### src/rtl/pwr_warn_pkg.sv
package pwr_warn_pkg;

    localparam int REG_W = 16;
    localparam int IDX_W = 4;

    localparam logic [IDX_W-1:0] IDX_CTRL = 4'd1;
    localparam logic [IDX_W-1:0] IDX_STAT = 4'd2;
    localparam logic [IDX_W-1:0] IDX_MBOX = 4'd10;

    localparam int CTRL_HOT_CLR = 1;
    localparam int CTRL_EN      = 2;
    localparam int CTRL_START   = 5;
    localparam int STAT_PFW     = 1;
    localparam int STAT_HOT     = 2;

    typedef struct packed {
        logic pfw;
        logic hot;
    } warn_t;

    typedef struct packed {
        logic             wr;
        logic             rd;
        logic [IDX_W-1:0] idx;
        logic [REG_W-1:0] data;
    } host_op_t;

    function automatic logic hits(host_op_t op, logic [IDX_W-1:0] idx, logic is_wr);
        return (is_wr ? op.wr : op.rd) && (op.idx == idx);
    endfunction

    function automatic logic [REG_W-1:0] stat_word(warn_t s);
        logic [REG_W-1:0] w;
        w = '0;
        w[STAT_PFW] = s.pfw;
        w[STAT_HOT] = s.hot;
        return w;
    endfunction

    function automatic logic [REG_W-1:0] ctrl_word(logic en);
        logic [REG_W-1:0] w;
        w = '0;
        w[CTRL_EN] = en;
        return w;
    endfunction

endpackage

### src/rtl/pwr_warn_sync.sv
module pwr_warn_sync #(
    parameter int W      = 3,
    parameter int STAGES = 2
) (
    input  logic         clk,
    input  logic         rst,
    input  logic [W-1:0] d,
    output logic [W-1:0] q
);
    logic [W-1:0] stg [STAGES];

    always_ff @(posedge clk) begin
        if (rst) stg[0] <= '0;
        else     stg[0] <= d;
    end

    for (genvar i = 1; i < STAGES; i++) begin : g_stage
        always_ff @(posedge clk) begin
            if (rst) stg[i] <= '0;
            else     stg[i] <= stg[i-1];
        end
    end

    assign q = stg[STAGES-1];
endmodule

### src/rtl/pwr_warn_debounce.sv
module pwr_warn_debounce #(
    parameter int CYCLES = 1024
) (
    input  logic clk,
    input  logic rst,
    input  logic raw,
    output logic clean
);
    localparam int CW = $clog2(CYCLES + 1);
    logic [CW-1:0] cnt;

    always_ff @(posedge clk) begin
        if (rst) begin
            cnt   <= '0;
            clean <= 1'b0;
        end else if (raw == clean) begin
            cnt <= '0;
        end else if (cnt == CW'(CYCLES - 1)) begin
            cnt   <= '0;
            clean <= raw;
        end else begin
            cnt <= cnt + 1'b1;
        end
    end
endmodule

### src/rtl/pwr_warn_events.sv
module pwr_warn_events
    import pwr_warn_pkg::*;
(
    input  logic  clk,
    input  logic  rst,
    input  warn_t lvl,
    input  logic  hot_clr,
    input  logic  attn_ack,
    output warn_t stat,
    output logic  attn
);
    warn_t prev;
    warn_t rise;
    logic  hot_flag;

    assign rise = lvl & ~prev;

    always_ff @(posedge clk) begin
        if (rst) begin
            prev     <= '0;
            hot_flag <= 1'b0;
            attn     <= 1'b0;
        end else begin
            prev     <= lvl;
            hot_flag <= rise.hot | (hot_flag & ~hot_clr);
            attn     <= rise.pfw | rise.hot | (attn & ~attn_ack);
        end
    end

    always_comb begin
        stat.pfw = lvl.pfw;
        stat.hot = hot_flag;
    end
endmodule

### src/rtl/pwr_warn_regs.sv
module pwr_warn_regs
    import pwr_warn_pkg::*;
#(
    parameter int DB_CYCLES   = 1024,
    parameter int SYNC_STAGES = 2
) (
    input  logic             clk,
    input  logic             rst,
    input  logic [IDX_W-1:0] host_sel,
    input  logic             host_wr,
    input  logic             host_rd,
    input  logic [REG_W-1:0] host_wdata,
    output logic [REG_W-1:0] host_rdata,
    input  logic             sp_wr,
    input  logic [REG_W-1:0] sp_wdata,
    output logic [REG_W-1:0] sp_rdata,
    input  logic             pfw_in,
    input  logic             hot_in,
    input  logic             btn_in,
    output logic             poll_attn,
    output logic             selftest_go
);
    localparam int NSYNC = 3;

    host_op_t         op;
    logic [NSYNC-1:0] sync_q;
    warn_t            lvl;
    warn_t            stat;
    logic             btn_s, btn_db, btn_db_q;
    logic             en_q, por_q, go_q;
    logic [REG_W-1:0] mbox_q;
    logic             ctrl_wr, sw_go, btn_go;

    always_comb begin
        op.wr   = host_wr;
        op.rd   = host_rd;
        op.idx  = host_sel;
        op.data = host_wdata;
    end

    pwr_warn_sync #(.W(NSYNC), .STAGES(SYNC_STAGES)) u_sync (
        .clk (clk),
        .rst (rst),
        .d   ({btn_in, hot_in, pfw_in}),
        .q   (sync_q)
    );

    always_comb begin
        lvl.pfw = sync_q[0];
        lvl.hot = sync_q[1];
        btn_s   = sync_q[2];
    end

    pwr_warn_debounce #(.CYCLES(DB_CYCLES)) u_db (
        .clk   (clk),
        .rst   (rst),
        .raw   (btn_s),
        .clean (btn_db)
    );

    assign ctrl_wr = hits(op, IDX_CTRL, 1'b1);

    pwr_warn_events u_evt (
        .clk      (clk),
        .rst      (rst),
        .lvl      (lvl),
        .hot_clr  (ctrl_wr & op.data[CTRL_HOT_CLR]),
        .attn_ack (hits(op, IDX_STAT, 1'b0)),
        .stat     (stat),
        .attn     (poll_attn)
    );

    assign sw_go  = ctrl_wr & op.data[CTRL_START] & op.data[CTRL_EN];
    assign btn_go = btn_db & ~btn_db_q & en_q;

    always_ff @(posedge clk) begin
        if (rst) begin
            en_q     <= 1'b0;
            por_q    <= 1'b1;
            go_q     <= 1'b0;
            btn_db_q <= 1'b0;
            mbox_q   <= '0;
        end else begin
            por_q    <= 1'b0;
            btn_db_q <= btn_db;
            go_q     <= (por_q | sw_go | btn_go) & ~go_q;
            if (ctrl_wr) en_q <= op.data[CTRL_EN];
            if (hits(op, IDX_MBOX, 1'b1)) mbox_q <= op.data;
            else if (sp_wr)               mbox_q <= sp_wdata;
        end
    end

    always_comb begin
        case (op.idx)
            IDX_CTRL: host_rdata = ctrl_word(en_q);
            IDX_STAT: host_rdata = stat_word(stat);
            IDX_MBOX: host_rdata = mbox_q;
            default:  host_rdata = '0;
        endcase
    end

    assign sp_rdata    = mbox_q;
    assign selftest_go = go_q;
endmodule

### config.mk
export PLATFORM = sky130hd
export DESIGN_NAME = pwr_warn_regs
export DESIGN_NICKNAME = d
export VERILOG_FILES = /design/src/rtl/pwr_warn_pkg.sv /design/src/rtl/pwr_warn_sync.sv /design/src/rtl/pwr_warn_debounce.sv /design/src/rtl/pwr_warn_events.sv /design/src/rtl/pwr_warn_regs.sv
export SDC_FILE = /design/constraint.sdc
export NUM_CORES = 1
export LEC_CHECK = 0
export ABC_AREA = 0
export BUFFER_PORTS_ARGS = -buffer_cell sky130_fd_sc_hd__buf_2
export CAP_MARGIN = 20
export CORE_UTILIZATION = 50
export CTS_BUF_LIST = sky130_fd_sc_hd__clkbuf_4 sky130_fd_sc_hd__clkbuf_8
export DETAILED_ROUTE_END_ITERATION = 6
export PLACE_DENSITY_LB_ADDON = 0.25
export SYNTH_ARGS = -nofsm -noshare
export SYNTH_HDL_FRONTEND = slang
export SYNTH_SLANG_ARGS = --single-unit
export TNS_END_PERCENT = 100
### constraint.sdc
create_clock -name clk -period 1.95 [get_ports clk]
set_clock_uncertainty 0.1 [all_clocks]
set_input_delay 0.2925 -clock clk [delete_from_list [all_inputs] [get_ports clk]]
set_output_delay 0.2925 -clock clk [all_outputs]
set_load 0.005 [all_outputs]
==> qor.txt <==
Run status -> finished clean
Summed negative setup slack over all endpoints -> 0 ns
Cell with the largest stage delay on the worst path -> dfxtp_1
Number of placement rows -> 22
Type of the tightest min-delay check -> primary input to flip-flop
Clk slew on worst S/H paths -> 0.08 ns
Initial antenna violation count -> 0
Yosys warnings -> 0
Endpoint required time on the critical path -> 1.56 ns
Cell breakdown of the critical path -> mux2_2 > a32oi_1 > nor2_1 > buf_2
Via count normalized by instance count -> 5.464
Hold Buf Count CTS -> 0
Net count after synthesis -> 257
Slew Limit Headroom -> 65.19%
Hold slack -> 0.1019 ns
Vias in the first global route -> 1545
Critical Path Sink Type -> output port
Level count of the clock H-tree -> 2
Overall fraction of global-route tracks in use -> 22.98%
Area growth from synthesis to final layout -> 28.31%
# clock sinks -> 42
Area used by multi-input combinational logic -> 1015 um^2
Root cell of the clock tree -> clkbuf_8
Initial cell density of the core -> 52.48%
Setup repair after global routing missed its margin -> false
Total core area -> 3689 um^2
Number of gates given a new drive strength after cts -> 0
Total of buffers placed on input and output ports -> 77
Drt first-iter violations -> 122
Largest net degree at the start of global routing -> 33
Worst-Skew Late Latency -> 0.30 ns
Power density relative to cell area -> 723.2 nW/um^2
Horizontal extent of the die -> 64.22 um
Critical path peak fanout -> 3
Crit path DAT -> 1.26 ns
Unique masters post-synth -> 37
Peak supply drop -> 641.4 uV
Portion of the clock cycle consumed by the worst path in the final layout -> 84.78%
Minimum clock period -> 1.653 ns
Buffers from clock root to sink, at most -> 2
Fin. max-slew vios -> 0
Synthesized area per cell -> 9.130 um^2
Filler instances -> 312
Count of TritonRoute iterations in the first routing pass -> 4
Share of the yosys chip area belonging to registers -> 43.44%
Diodes inserted -> 0
Die height -> 64.22 um
Total congestion overflow after global routing -> 0
Clock tree from TritonCTS -> yes
Endpoints failing setup -> 0
Number of synthesized register bits -> 42
Post-DRT Antenna Nets -> 0
Post-CTS repair timing setup buffer count -> 0
Area taken by flip-flops and latches -> 840.8 um^2
Total half-perimeter wirelength after legalization and detailed placement -> 3.099 mm
Start-to-end type of the worst setup path -> flip-flop to output port
Maximum cell stage delay along the critical path -> 0.33 ns
Wire length per cell after detailed routing -> 13.04 um
CTS buffer count -> 5
Worst Tran Pin Value -> 0.5221 ns
Final #Nets -> 332
Cell area after synthesis -> 1936 um^2
Wire length of the first global-routing pass -> 7.286 mm
Share of cells above drive strength 1 -> 34.72%
Vias after detailed routing -> 1836
Detailed Route WL -> 4.380 mm
Boundary pin count -> 78
Highest achievable clock rate -> 604.9 MHz
Max Cap Violations -> 0
Die area -> 4124 um^2
Crit start category -> flip-flop
Post-route DRC -> 0
Leakage power summed over all cells -> 1.059 nW
Gate count of the mapped netlist -> 212
GP Congestion -> 0.8501
Final-report hold violation count -> 0
-- path summary, 6_finish.rpt --
kind                    start          endpoint  slack (ns)  cells past startpoint
max               sp_rdata[2]     host_rdata[2]        0.30                      4
min                    hot_in  u_sync.stg[0][1]        0.10                      2
max reg2reg       u_db.cnt[2]       u_db.cnt[9]        0.36                      3
min reg2reg  u_sync.stg[0][1]  u_sync.stg[1][1]        0.34                      1
-- final cells by class --
class | instances | share of cell area (%)
Multi-Input combinational cell | 151 | 40.86
Inverter | 5 | 0.7557
Sequential cell | 42 | 33.85
Timing Repair Buffer | 82 | 17.53
Clock buffer | 6 | 3.073
Clock inverter | 2 | 1.511
Tap cell | 48 | 2.418
-- registers in the layout, summed over array words and instances, names as in the netlist --
signal          flops
u_evt.prev          2
u_evt.hot_flag      1
u_db.clean          1
en_q                1
u_db.cnt           11
u_evt.attn          1
btn_db_q            1
sp_rdata           16
por_q               1
selftest_go         1
u_sync.stg          6
-- power breakdown --
part           total, W  switching, W  internal [W]
Combinational  0.000194     0.0000943     0.0000998
Clock          0.000693      0.000297      0.000396
Sequential     0.000909     0.0000188      0.000890
Total           0.00180      0.000410       0.00139
-- cell usage after synthesis (all sizes together) --
library cell / n / share of area [%]
a32oi: 1 / 0.45
o21ai: 6 / 1.6
mux2: 2 / 1.4
or4: 1 / 0.39
clkbuf: 12 / 2.3
and4bb: 1 / 0.65
o31ai: 2 / 0.78
or2b: 1 / 0.45
and2: 14 / 4.5
or3b: 2 / 0.91
buf: 2 / 0.84
nand3: 5 / 1.3
nand4: 3 / 1.7
nand2: 3 / 0.58
nor3b: 3 / 1.2
nor2b: 27 / 8.7
a21oi: 3 / 0.78
nor4: 1 / 1.1
a311oi: 1 / 0.45
xor2: 3 / 1.4
a211oi: 5 / 1.9
dfxtp: 42 / 43
inv: 5 / 0.97
nor2: 2 / 0.39
a221oi: 16 / 7.2
or3: 4 / 1.4
ha: 1 / 0.65
nor3: 35 / 9.0
a31oi: 2 / 0.65
nand2b: 4 / 1.3
nand4bb: 1 / 0.58
mux2i: 1 / 0.52
xnor2: 1 / 0.45
-- critical path: cells and delay by family, from the launching register on --
| kind | cells | cell delay, ns |
|---|---|---|
| AND/OR/NAND/NOR | 1 | 0.07 |
| buffers and inverters | 1 | 0.12 |
| flip-flops | 1 | 0.33 |
| multiplexers | 1 | 0.26 |
| AO/OA/AOI/OAI | 1 | 0.19 |
-- kinds of logic (layout without fill, tap and decap cells) --
| group | Yosys count | in the layout | share of synthesized area, % |
|---|---|---|---|
| AO/OA/AOI/OAI | 36 | 36 | 13.83 |
| XOR/XNOR | 4 | 4 | 1.810 |
| adder cells (fa/ha/maj) | 1 | 1 | 0.6463 |
| buffers and inverters | 19 | 95 | 4.137 |
| flip-flops | 42 | 42 | 43.44 |
| multiplexers | 3 | 3 | 1.874 |
| AND/OR/NAND/NOR | 107 | 107 | 34.26 |
-- through the flow --
step           power [W]  setup WS [ns]  util, %  area [um^2]  instances
4_1_cts         0.001816         0.3023    67.33         2484        336
3_5_place_dp    0.001124         0.3441    64.25         2370        328
6_report        0.001796         0.2968    67.33         2484        336
2_1_floorplan   0.001026         0.2978        -         1936        212
5_1_grt         0.001884         0.2231    67.33         2484        336
3_3_place_gp    0.001120         0.4054    64.25         2370        328
-- routing by layer --
layer / global-route usage, % / up-vias / wire length (um) / part of all wire (%)
li1: - / 925 / - / -
met1: 27.92 / 835 / 1937 / 44
met2: 38.03 / 68 / 2080 / 47
met3: 6.607 / 8 / 291 / 6.6
met4: 9.167 / 0 / 70 / 1.6
met5: 0 / - / 0 / 0
-- layout by cell type (no fill, tap or decap), types with 2 or more instances in the layout --
cell	synthesis	final
a211oi_1	5	5
a21oi_1	3	3
a221oi_1	16	16
a31oi_1	2	2
and2_1	14	14
buf_2	1	77
buf_4	0	4
clkbuf_8	0	5
dfxtp_1	42	42
inv_1	5	5
nand2_1	3	3
nand2b_1	4	4
nand3_1	5	5
nand4_1	2	2
nor2_1	2	2
nor2b_1	27	27
nor3_1	35	35
nor3b_1	3	3
o21ai_0	6	6
o31ai_1	2	2
or3_1	2	2
or3_2	2	2
or3b_2	2	2
xor2_1	3	3
Power figures use the tool's default switching activity.
